**config.mk**
```make
export PLATFORM = sky130hd
export DESIGN_NAME = usb_rx_bit_frontend
export DESIGN_NICKNAME = d
export VERILOG_FILES = /design/src/rtl/usb_rxfe_pkg.sv /design/src/rtl/usb_rxfe_sync.sv /design/src/rtl/usb_rxfe_clkrec.sv /design/src/rtl/usb_rxfe_bitseq.sv /design/src/rtl/usb_rx_bit_frontend.sv
export SDC_FILE = /design/constraint.sdc
export NUM_CORES = 1
export LEC_CHECK = 0
export ABC_AREA = 1
export BUFFER_PORTS_ARGS = -buffer_cell sky130_fd_sc_hd__buf_4
export CORE_MARGIN = 3
export CORE_UTILIZATION = 47
export CTS_CLUSTER_DIAMETER = 100
export DETAILED_ROUTE_END_ITERATION = 8
export PLACE_DENSITY = 0.74
export SYNTH_ARGS = -nofsm -noshare
export SYNTH_HDL_FRONTEND = slang
export SYNTH_HIERARCHICAL = 1
export SYNTH_SLANG_ARGS = --single-unit
```
**constraint.sdc**
```tcl
create_clock -name clk_i -period 3.9 [get_ports clk_i]
set_input_delay 0.78 -clock clk_i [delete_from_list [all_inputs] [get_ports clk_i]]
set_output_delay 0.78 -clock clk_i [all_outputs]
set_load 0.03 [all_outputs]
```
**src/rtl/usb_rxfe_pkg.sv**
```systemverilog
package usb_rxfe_pkg;
  typedef enum logic [7:0] {
    CODE_START     = 8'h00,
    CODE_STOP      = 8'h01,
    CODE_BIT       = 8'h02,
    CODE_STUFF_ERR = 8'h03
  } strm_code_e;

  typedef enum logic [1:0] {
    ST_IDLE,
    ST_RECV,
    ST_RES_WAIT,
    ST_RES_END
  } seq_state_e;

  localparam logic [1:0] LN_DP_HI = 2'b10;
  localparam logic [1:0] LN_DM_HI = 2'b01;
endpackage

```
**src/rtl/usb_rxfe_sync.sv**
```systemverilog
module usb_rxfe_sync #(
  parameter int W      = 2,
  parameter int STAGES = 2
) (
  input  logic         clk_i,
  input  logic         rst_ni,
  input  logic [W-1:0] d_i,
  output logic [W-1:0] q_o
);
  logic [W-1:0] pipe [STAGES];

  always_ff @(posedge clk_i or negedge rst_ni) begin
    if (!rst_ni) begin
      for (int i = 0; i < STAGES; i++) pipe[i] <= '0;
    end else begin
      pipe[0] <= d_i;
      for (int i = 1; i < STAGES; i++) pipe[i] <= pipe[i-1];
    end
  end

  assign q_o = pipe[STAGES-1];
endmodule

```
**src/rtl/usb_rxfe_clkrec.sv**
```systemverilog
module usb_rxfe_clkrec #(
  parameter int FS_OSR = 4,
  parameter int LS_OSR = 32
) (
  input  logic       clk_i,
  input  logic       rst_ni,
  input  logic [1:0] ln_i,
  input  logic       low_speed_i,
  output logic       tick_o
);
  localparam int CW = $clog2(LS_OSR + 1);

  logic [CW-1:0] cnt, last_ph, mid_ph;
  logic [1:0]    ln_q;
  logic          trans;

  assign last_ph = low_speed_i ? CW'(LS_OSR - 1) : CW'(FS_OSR - 1);
  assign mid_ph  = low_speed_i ? CW'(LS_OSR / 2) : CW'(FS_OSR / 2);
  assign trans   = (ln_i != ln_q);

  always_ff @(posedge clk_i or negedge rst_ni) begin
    if (!rst_ni) begin
      ln_q <= '0;
      cnt  <= '0;
    end else begin
      ln_q <= ln_i;
      // a transition restarts the bit; the cycle it is seen counts as phase 0
      if (trans)                cnt <= CW'(1);
      else if (cnt >= last_ph)  cnt <= '0;
      else                      cnt <= cnt + CW'(1);
    end
  end

  // no sample on a transition cycle: one sample per bit interval
  assign tick_o = !trans && (cnt == mid_ph);
endmodule

```
**src/rtl/usb_rxfe_bitseq.sv**
```systemverilog
module usb_rxfe_bitseq
  import usb_rxfe_pkg::*;
#(
  parameter int STUFF_RUN   = 6,
  parameter int RESUME_BITS = 30
) (
  input  logic       clk_i,
  input  logic       rst_ni,
  input  logic       tick_i,
  input  logic [1:0] ln_i,
  input  logic       low_speed_i,
  input  logic       rx_en_i,
  output logic       valid_o,
  output logic [7:0] code_o,
  output logic       bit_o,
  output logic       resume_o
);
  localparam int OW = $clog2(STUFF_RUN + 1);
  localparam int RW = $clog2(RESUME_BITS);

  seq_state_e    state;
  logic [1:0]    last_lvl, k_lvl;
  logic [OW-1:0] ones;
  logic [RW-1:0] rcnt;
  logic          se_seen, pend, se_now, dbit;

  assign k_lvl  = low_speed_i ? LN_DP_HI : LN_DM_HI;
  assign se_now = (ln_i[1] == ln_i[0]);
  assign dbit   = (ln_i == last_lvl);

  always_ff @(posedge clk_i or negedge rst_ni) begin
    if (!rst_ni) begin
      state    <= ST_IDLE;
      last_lvl <= '0;
      ones     <= '0;
      rcnt     <= '0;
      se_seen  <= 1'b0;
      pend     <= 1'b0;
      valid_o  <= 1'b0;
      code_o   <= CODE_START;
      bit_o    <= 1'b0;
      resume_o <= 1'b0;
    end else begin
      valid_o  <= 1'b0;
      resume_o <= 1'b0;
      if (pend) begin
        // bit 0 carried by the K that opened the packet
        valid_o <= 1'b1;
        code_o  <= CODE_BIT;
        bit_o   <= 1'b0;
        pend    <= 1'b0;
      end
      if (tick_i) begin
        unique case (state)
          ST_IDLE: if (ln_i == k_lvl) begin
            if (rx_en_i) begin
              valid_o  <= 1'b1;
              code_o   <= CODE_START;
              pend     <= 1'b1;
              last_lvl <= k_lvl;
              ones     <= '0;
              se_seen  <= 1'b0;
              state    <= ST_RECV;
            end else begin
              rcnt  <= RW'(1);
              state <= ST_RES_WAIT;
            end
          end
          ST_RECV: begin
            if (se_now) begin
              se_seen <= 1'b1;
              if (se_seen) begin
                valid_o <= 1'b1;
                code_o  <= CODE_STOP;
                se_seen <= 1'b0;
                state   <= ST_IDLE;
              end
            end else begin
              se_seen  <= 1'b0;
              last_lvl <= ln_i;
              if (ones == OW'(STUFF_RUN)) begin
                ones <= '0;
                if (dbit) begin
                  valid_o <= 1'b1;
                  code_o  <= CODE_STUFF_ERR;
                end
              end else begin
                valid_o <= 1'b1;
                code_o  <= CODE_BIT;
                bit_o   <= dbit;
                ones    <= dbit ? ones + OW'(1) : '0;
              end
            end
          end
          ST_RES_WAIT: begin
            if (ln_i != k_lvl) state <= ST_IDLE;
            else if (rcnt == RW'(RESUME_BITS - 1)) begin
              resume_o <= 1'b1;
              state    <= ST_RES_END;
            end else rcnt <= rcnt + RW'(1);
          end
          ST_RES_END: if (ln_i != k_lvl) state <= ST_IDLE;
          default: state <= ST_IDLE;
        endcase
      end
    end
  end
endmodule

```
**src/rtl/usb_rx_bit_frontend.sv**
```systemverilog
module usb_rx_bit_frontend #(
  parameter int FS_OSR      = 4,
  parameter int LS_OSR      = 32,
  parameter int SYNC_STAGES = 2,
  parameter int STUFF_RUN   = 6,
  parameter int RESUME_BITS = 30
) (
  input  logic       clk_i,
  input  logic       rst_ni,
  input  logic [1:0] line_i,
  input  logic       low_speed_i,
  input  logic       rx_en_i,
  output logic [7:0] strm_code_o,
  output logic       strm_valid_o,
  output logic       strm_bit_o,
  output logic       resume_o
);
  logic [1:0] ln_sync;
  logic       bit_tick;

  usb_rxfe_sync #(.W(2), .STAGES(SYNC_STAGES)) u_sync (
    .clk_i (clk_i),
    .rst_ni(rst_ni),
    .d_i   (line_i),
    .q_o   (ln_sync)
  );

  usb_rxfe_clkrec #(.FS_OSR(FS_OSR), .LS_OSR(LS_OSR)) u_clkrec (
    .clk_i      (clk_i),
    .rst_ni     (rst_ni),
    .ln_i       (ln_sync),
    .low_speed_i(low_speed_i),
    .tick_o     (bit_tick)
  );

  usb_rxfe_bitseq #(.STUFF_RUN(STUFF_RUN), .RESUME_BITS(RESUME_BITS)) u_seq (
    .clk_i      (clk_i),
    .rst_ni     (rst_ni),
    .tick_i     (bit_tick),
    .ln_i       (ln_sync),
    .low_speed_i(low_speed_i),
    .rx_en_i    (rx_en_i),
    .valid_o    (strm_valid_o),
    .code_o     (strm_code_o),
    .bit_o      (strm_bit_o),
    .resume_o   (resume_o)
  );
endmodule

```
Yosys cells after proc, flatten, opt, wreduce, memory -nomap -nowiden
Cells that the tools add are included.

Multiplexer cells: 64. Reduce and logical (&&, ||, !) cells: 9. Add/subtract/negate cells: 3. $lt $le $gt $ge: 1. Equality and inequality tests: 21.

Operators with widths (count): $mux 8 (8); $mux 5 (6); $mux 1 (25); $mux 2 (11); $pmux 8 s2 (1); $mux 3 (5); $mux 6 (2); $reduce_and 6->1 (2); $ne 2x2->1 const B (5); $pmux 5 s2 (1); $ne 2x1->1 const B (4); $pmux 2 s4 (1); $add 6x1->6 const B (1); $eq 6x6->1 (1); $ge 6x6->1 (1); $pmux 3 s2 (1); $add 5x1->5 const B (1); $eq 5x5->1 const B (1); $reduce_and 5->1 (1); $eq 2x2->1 (2); $eq 2x2->1 const B (2); $ne 2x2->1 (2); $pmux 1 s2 (2); $pmux 2 s2 (1); other kinds (10) (11).

Register bits: 37. Output and inout port bits: 11.

Depth between registers and ports, before layout
Gate-level depths: netlist (run 1).

Word-level depth: 6. Depth in mapped cells: 15. Gate-level depth less buffers: 15.

By module
The synthesis (run 1) kept the hierarchy.

By module, submodules not included: usb_rxfe_bitseq (times used 1, cells an instance 182, area each 1432.6 µm²); usb_rxfe_clkrec (times used 1, cells an instance 66, area each 511.7 µm²); usb_rxfe_sync (times used 1, cells an instance 6, area each 115.1 µm²).

Worst setup path after synthesis (run 1)
OpenSTA, ideal clock, no wires.

Path kind: input to register. Start point: input low_speed_i. End point: register u_seq.last_lvl[1]. Arrival: 2212 ps. Stages: 15. Path buffers: 0. Slack: 1561 ps. Library setup time: 127 ps. Cell sequence: inv_1 > ha_1 > inv_1 > nor2_1 > nand3_1 > nor3_2 > inv_1 > nor2_1 > inv_1 > nor2_4 > nand2_4 > inv_4 > nand2_4 > nand2_1 > o21ai_1.

Longest elaborated chain between the ends: 4. Elaborated cells on any way between the ends: 10. Classes of those cells: 3 x eq/ne; 5 x mux; 2 x reduce/logical.

Ends and longest elaborated chain: start: declaration (line usb_rx_bit_frontend.sv:11) `input logic low_speed_i,`; $mux 5 (line usb_rxfe_clkrec.sv:18) `assign mid_ph = low_speed_i ? CW'(LS_OSR / 2) : CW'(FS_OSR / 2);`; $eq 6x6->1 (line usb_rxfe_clkrec.sv:35) `assign tick_o = !trans && (cnt == mid_ph);`; $logic_and 1x1->1 (line usb_rxfe_clkrec.sv:35); net bit_tick (line usb_rx_bit_frontend.sv:19) `logic bit_tick;`; $reduce_and 5->1 (no line); end signal: assignment (line usb_rxfe_bitseq.sv:60) `last_lvl <= k_lvl;`; end signal: assignment (line usb_rxfe_bitseq.sv:80) `last_lvl <= ln_i;`; end: declaration (line usb_rxfe_bitseq.sv:22) `logic [1:0] last_lvl, k_lvl;`.

The timed path passes the listed nets, and every way through them passes these cells. The select of a mux whose other input is x is not followed. A chain may end at the register's enable or synchronous reset.

Final worst setup path (run 1)
Start point: input low_speed_i. End point: register u_seq.code_o[3].

Elaborated cells on any way between the ends: 8. Classes of those cells: 2 x eq/ne; 5 x mux; 1 x reduce/logical.

RTL lines: $mux 5 (line usb_rxfe_clkrec.sv:18); $eq 6x6->1 (line usb_rxfe_clkrec.sv:35); $logic_and 1x1->1 (line usb_rxfe_clkrec.sv:35); net bit_tick (line usb_rx_bit_frontend.sv:19); $mux 8 (line usb_rxfe_bitseq.sv:53) `if (tick_i) begin`; end signal: assignment (line usb_rxfe_bitseq.sv:49) `code_o <= CODE_BIT;`; end signal: assignment (line usb_rxfe_bitseq.sv:58) `code_o <= CODE_START;`; end signal: assignment (line usb_rxfe_bitseq.sv:74) `code_o <= CODE_STOP;`; end: declaration (line usb_rxfe_bitseq.sv:14) `output logic [7:0] code_o,`.

The timed path passes the listed nets, and every way through them passes these cells.

==> results of run 1 <==
==> kinds of logic (layout without fill, tap and decap cells) <==
logic type,count (synthesis),after routing,synth area share [%]
buffers and inverters,43,65,8.44
AOI/OAI and AO/OA,14,14,4.07
adders and majority gates,8,8,4.86
and+or+nand+nor,149,149,36.4
DFF,37,37,45.0
xor gates and xnor gates,3,3,1.28
==> worst min path at each step <==
stage / end / cells past startpoint
after global placement: u_sync/q_o[1] / 0
after global routing: u_sync/q_o[0] / 0
after detailed placement: u_sync/q_o[1] / 0
after floorplan: u_sync/q_o[0] / 0
after CTS: u_sync/q_o[1] / 0
final: u_sync/q_o[1] / 0
==> critical path, stage by stage <==
cell,delay (ps)
buf_4,110
inv_1,70
ha_1,300
inv_1,40
nor2_1,110
nand3_1,100
nor3_2,170
inv_1,100
nor2_1,130
inv_1,100
nor2_4,150
nand2_4,90
nor2_4,190
nor3_1,70
==> state kept, by name, indices dropped and copies added, names as in the netlist <==
signal          cells
u_seq/valid_o       1
u_clkrec/cnt        6
u_sync/pipe         2
u_seq/se_seen       1
u_seq/state         2
u_seq/code_o        8
u_seq/last_lvl      2
u_seq/rcnt          5
u_sync/q_o          2
u_seq/bit_o         1
u_seq/ones          3
u_seq/resume_o      1
u_seq/pend          1
u_clkrec/ln_q       2
==> per-stage QoR <==
step                power, mW  utilization, %  area [µm²]
floorplan               0.522               -        2060
global placement        0.558            54.1        2230
detailed placement      0.561            54.1        2230
CTS                     0.899            56.8        2340
global route            0.934            56.8        2340
finish                  0.886            56.8        2340
==> where the power goes <==
group,switching [mW],leakage [nW],internal [mW]
logic,0.0890,0.667,0.0408
registers,0.0215,0.480,0.402
clock network,0.141,0.0554,0.192
==> layout make-up <==
cell class / count / area, µm² / area share [%]
Tap cell: 50 / 62.6 / 2.68
Inverter: 41 / 159 / 6.80
Sequential cell: 37 / 926 / 39.6
Multi-Input combinational cell: 174 / 960 / 41.0
Clock inverter: 2 / 38.8 / 1.66
Timing Repair Buffer: 16 / 120 / 5.14
Clock buffer: 6 / 72.6 / 3.10
==> cell usage in the layout (no fill, tap or decap) <==
| cell | count |
|---|---|
| nand4_1 | 16 |
| inv_4 | 2 |
| buf_4 | 16 |
| nor3_1 | 7 |
| inv_1 | 34 |
| o21ai_4 | 1 |
| nand2_1 | 72 |
| nor2_4 | 2 |
| nand3_1 | 10 |
| nand3_2 | 3 |
| clkinv_4 | 1 |
| nand2_2 | 8 |
| or2_1 | 1 |
| nor4_1 | 1 |
| o21ai_1 | 3 |
| xor2_1 | 2 |
| ha_1 | 8 |
| inv_2 | 5 |
| or2_2 | 1 |
| o21ai_0 | 8 |
| a21oi_1 | 1 |
| clkbuf_1 | 1 |
| nor2_1 | 17 |
| bufinv_16 | 1 |
| nor3_2 | 1 |
| o21bai_1 | 1 |
| nor2_2 | 4 |
| clkbuf_8 | 5 |
| xnor2_1 | 1 |
| nand3_4 | 1 |
| nand2_4 | 5 |
| dfrtp_1 | 37 |
==> cell usage after synthesis <==
library cell,number,area (µm²)
nor3_1,7,35.0
nor4_1,1,6.26
a21oi_1,1,5.00
o21ai_4,1,16.3
nor2_2,4,25.0
or2_1,1,6.26
o21ai_0,8,40.0
nor2_4,2,22.5
nand3_4,1,17.5
o21ai_1,3,15.0
ha_1,8,100
nand2_4,5,56.3
nand4_1,16,100
inv_2,5,18.8
xnor2_1,1,8.76
nor2_1,17,63.8
nand2_1,72,270
o21bai_1,1,7.51
inv_4,2,12.5
inv_1,34,128
nand3_2,3,30.0
nor3_2,1,10.0
xor2_1,2,17.5
buf_4,2,15.0
nand3_1,10,50.1
dfrtp_1,37,926
or2_2,1,6.26
nand2_2,8,50.1
==> layer usage <==
layer  global-route usage [%]  part of all wire [%]
met1                     21.1                    46
met2                     27.1                    47
met3                     4.71                   5.7
met4                     6.47                   1.4
met5                        0                     0
==> flow_metrics.tcl, run 1 <==
set metrics [dict create \
    powerDensity_mw_per_mm2 379 \
    clk_pin_slew_ps 70 \
    cp.required_ps 4070 \
    cts_root_buffer "clkbuf_8" \
    status "finished clean" \
    clk_path_buf_depth 2 \
    synth_area_mm2 0.00206 \
    end_kind "flip-flop" \
    reg2reg_depth 12 \
    final_max_slew_viol_count 0 \
    p_leak_nw 1.20 \
    n_fill_cell 374 \
    rsz0062_at_grt "false" \
    crit_arrival_ps 2510 \
    cp_max_fo 7 \
    dp_hpwl_um 2800 \
    fin_crit_sh_pct 59.9 \
    drt_iter0_drc 94 \
    numCtsBuffers 5 \
    ys_seq_elements 37 \
    vias 1637 \
    syn-instance-count 254 \
    grt_pass1_wl_um 6760 \
    dieArea_mm2 0.00521 \
    drt-pass1-iter-count 4 \
    drc 0 \
    reg2reg_to "u_seq/code_o[3]" \
    syn_to_final_growth_pct 13.5 \
    setup_violations 0 \
    cts_setup_buffers 0 \
    ir_drop_mv 0.201 \
    portBuffers 16 \
    die_width_um 72.2 \
    gp_congestion 0.826 \
    fin_nets 289 \
    hp-start "u_sync/pipe[3]" \
    via_per_inst 5.02 \
    clock-sinks 37 \
    r2r_setup_slack_ps 1810 \
    fp.dieH_um 72.2 \
    antenna_found_initial 0 \
    syn_nets 268 \
    synth_cell_type_count 28 \
    yosysSeqAreaShare_pct 45.0 \
    wl_per_cell_um 11.7 \
    hold_viol_final 0 \
    grt_max_degree 38 \
    overflow 0 \
    finalHoldWorstSlack_ps 351 \
    rows 23 \
    pre_cts_ws_ps 1250 \
    crit_type "in -> reg" \
    crit_end "u_seq/code_o[3]" \
    core_mm2 0.00412 \
    timing.setup.tns_ps 0 \
    worstSetupStartpointType "input port" \
    initial_utilization_pct 50.0 \
    cts.repair.resized 0 \
    insertion_delay_ps 300 \
    grt_usage_pct 16.7 \
    min_path_type "reg -> reg" \
    diodes 0 \
    htreeDepth 2 \
    cts_hold_buf 0 \
    placedCellCount 318 \
    fin_skew_ps 11.8 \
    drive_above_1_share_pct 20.3 \
    fin_cells 326 \
    startpoint "low_speed_i" \
    tritoncts "yes" \
    grt_pass1_vias 1570 \
    max_freq_ghz 0.428 \
    cap_violations 0 \
    io_pins 17 \
    slew_headroom_pct 68.6 \
    ant_nets 0 \
    finalWorstSetupSlack_ps 1570 \
    routed_wirelength_um 3830 \
    worst_pin_slew_ps 471 \
    r2r_start "u_clkrec/cnt[4]" \
    syn-mean-instance-area_um2 8.11 \
    period_needed_ps 2330 \
    yosysWarnings 6 \
]
(Power assumes the default switching activity.)
==> inputs of run 2 (changes only) <==
--- a/config.mk
+++ b/config.mk
@@ -5,7 +5,7 @@
 export SDC_FILE = /design/constraint.sdc
 export NUM_CORES = 1
 export LEC_CHECK = 0
-export ABC_AREA = 1
+export ABC_AREA = 0
 export BUFFER_PORTS_ARGS = -buffer_cell sky130_fd_sc_hd__buf_4
 export CORE_MARGIN = 3
 export CORE_UTILIZATION = 47
==> constraint.sdc (replaced) <==
create_clock -name clk_i -period 2.2 [get_ports clk_i]
set_input_delay 0.44 -clock clk_i [delete_from_list [all_inputs] [get_ports clk_i]]
set_output_delay 0.44 -clock clk_i [all_outputs]
set_load 0.03 [all_outputs]
==> run 2 against run 1 <==
The flow now finishes with violations (negative setup slack). Combinational power rose to 2.6 times the previous value. Clock power grew 36%. Core utilization increased by 8.0 points. Largest power group unchanged. Clock-buffer cell count is 1 higher. Sequential cell count is the same. Non-clock buffer count rose by 26. Clock skew fell by 4.9 ps.
==> flow_metrics.tcl, run 2 <==
set metrics [dict create \
    insertion_delay_ps 280 \
    largest_reg_flops 8 \
    initial_utilization_pct 50.2 \
    die_width_um 69.7 \
    reg2reg_to "u_seq/code_o[4]" \
    core_mm2 0.00380 \
    drive_above_1_share_pct 32.9 \
    crit_buf_inv 3 \
    ant_nets 0 \
    yosys_most_used_dff "dfrtp_1" \
    wl_per_cell_um 14.3 \
    grtUsageMet2_pct 31.1 \
    r2r_setup_slack_ps -140 \
    synth-simple-area-share_pct 23.1 \
    syn-mean-instance-area_um2 10.4 \
    failed_checks "negative setup slack" \
    finalHoldWorstSlack_ps 96.0 \
    yosys.area.top_type_share_pct 48.5 \
    worst_pin_slew_ps 481 \
    vias 1535 \
    grt_usage_pct 17.4 \
    syn-instance-count 183 \
    cts_hold_buf 0 \
    setup_violations 21 \
    finalWorstSetupSlack_ps -145 \
    crit_type "reg -> reg" \
    synth_common_cells "dfrtp_1, nand2_1, nand3_1" \
    routed_wirelength_um 3910 \
    period_needed_ps 2340 \
    placed_area_mm2 0.00223 \
    via_per_inst 5.62 \
    synth_edf_count 0 \
    slew_headroom_pct 67.6 \
    fin_crit_sh_pct 107 \
    slowest_delay_ps 420 \
    largest_register "u_seq/code_o" \
    min_path_type "in -> async" \
    drt_iter0_drc 89 \
    io_pins 17 \
    cp_max_fo 7 \
    clk_pin_slew_ps 70 \
    yosysWarnings 6 \
    reg2reg_depth 9 \
    placedCellCount 257 \
    synth_cell_type_count 43 \
    crit_slowest_cell "or4_4" \
    powerDensity_mw_per_mm2 650 \
    synthAdderAreaFrac_pct 5.25 \
    syn_nets 197 \
    final_common_cell "buf_4" \
    ys_seq_elements 37 \
    clk_path_buf_depth 2 \
    syn_to_final_growth_pct 29.1 \
    numCtsBuffers 5 \
    htreeDepth 2 \
    synth-xor-area-share_pct 4.59 \
    grt_use_met1_pct 20.3 \
    cts_root_buffer "clkbuf_8" \
    rsz0062_at_grt "true" \
    p_leak_nw 1.10 \
    dieArea_mm2 0.00486 \
    grt_max_degree 38 \
    async_flop_share_pct 100 \
    synth_top_family_by_area "simple AND/OR/NAND/NOR gates" \
    fin_skew_ps 6.90 \
    reg.largest.list "u_seq/code_o (8), u_clkrec/cnt (6), u_seq/rcnt (5)" \
    final_cell_mix "buf_4, dfrtp_1, nand2_1, nand3_1, nor2_1" \
    synth.most_common_cell "dfrtp_1" \
    groute.layer.met3.usage_pct 4.20 \
    fin_cells 273 \
    fin_nets 239 \
    diodes 0 \
    crit_arrival_ps 2500 \
    final_max_slew_viol_count 0 \
    drc 0 \
    grt_pass1_wl_um 6850 \
    gp_congestion 0.898 \
    grt_pass1_vias 1516 \
    synthMuxAreaShare_pct 2.82 \
    overflow 0 \
    synth_compound_gate_area_share_pct 11.3 \
    end_kind "flip-flop" \
    tritoncts "yes" \
    yosysSeqAreaShare_pct 48.5 \
    r2r_start "u_clkrec/cnt[4]" \
    fin_area_mm2 0.00246 \
    drt-pass1-iter-count 4 \
    crit_chain "ha_4 -> inv_2 -> or4_4 -> nor4_4 -> buf_4 -> nand3b_1 -> buf_6 -> a32oi_4 -> nor3b_1" \
    ir_drop_mv 0.400 \
    antenna_found_initial 0 \
    hold_viol_final 0 \
    status "finished, violations left" \
    synthTopCellsByArea "dfrtp_1, ha_1, nand3_1" \
    dp_hpwl_um 2820 \
    rows 22 \
    top_usage_layer "met2" \
    path_delay_family "simple AND/OR/NAND/NOR gates" \
    max_freq_ghz 0.426 \
    cap_violations 0 \
    cp.required_ps 2350 \
    clock-sinks 37 \
    synth_area_mm2 0.00191 \
    portBuffers 16 \
    post-synth-top-area-cell "dfrtp_1" \
    worstSetupStartpointType "flip-flop" \
    fp.dieH_um 69.7 \
]
==> run 2: changes by cell type after synthesis, sizes merged, moves of 4 or more <==
cell	previous run	this run
nand2	85	14
inv	41	9
nand4	16	1
nor2	23	9
nor3b	0	9
nor2b	0	8
a21oi	1	7
nand2b	0	4
nor3	8	4
xnor2	1	5
==> run 2: layout make-up <==
type | instances | area (µm²)
fillers | 304 | 1340
flip-flops and latches | 37 | 926
inverters | 9 | 46.3
well taps | 48 | 60.1
multi-input cells | 130 | 1020
clock buffers | 7 | 86.3
repair buffers | 42 | 323
==> run 2: where the power goes <==
group	switching (mW)	total, mW	internal (mW)	leakage, nW
clock	0.204	0.452	0.248	0.0443
combinational	0.198	0.338	0.140	0.597
sequential	0.0773	0.811	0.734	0.462
==> run 2: routing by layer <==
metal | wire [µm] | vias to the layer above
li1 | - | 731
met1 | 1670 | 766
met2 | 2040 | 31
met3 | 153 | 7
met4 | 46 | 0
met5 | 0 | -
==> run 2: per-stage QoR <==
step | utilization, % | TNS, ps | worst slack, ps | power (mW)
floorplan | - | -5610 | -420 | 1.03
global placement | 58.8 | -10390 | -538 | 1.12
detailed placement | 58.8 | -11370 | -581 | 1.13
CTS | 63.4 | -3310 | -216 | 1.61
global route | 64.9 | -4730 | -276 | 1.70
finish | 64.9 | -2220 | -145 | 1.60
==> run 2: timing repair <==
item / in CTS / in global routing
buffers inserted: 6 / 3
setup endpoints to repair: 24 / 24
resized for setup: 7 / 9
pin swaps: 10 / 7
==> run 2: cells by family (layout without fill, tap and decap cells) <==
logic type | after synthesis | in the layout
fa+ha+maj | 8 | 8
compound gates | 32 | 32
xor+xnor | 10 | 10
mux | 5 | 5
flops | 37 | 37
simple gates | 75 | 75
buf+inv | 16 | 58
==> run 2: worst max path at each step <==
stage | start | endpoint | slack, ps | cells past startpoint
2_1_floorplan | low_speed_i | u_seq/rcnt[0] | -420 | 8
3_3_place_gp | low_speed_i | u_seq/rcnt[0] | -540 | 9
3_5_place_dp | low_speed_i | u_seq/ones[1] | -580 | 11
4_1_cts | u_clkrec/cnt[4] | u_seq/code_o[0] | -220 | 10
5_1_grt | u_clkrec/cnt[4] | u_seq/code_o[4] | -280 | 9
6_report | u_clkrec/cnt[4] | u_seq/code_o[4] | -140 | 9
==> run 2: worst register-to-register path, delay by kind of cell, from the launching register on <==
kind            cells  cell delay [ps]
buf+inv             3              400
simple gates        4              880
flops               1              410
fa+ha+maj           1              280
compound gates      1              250
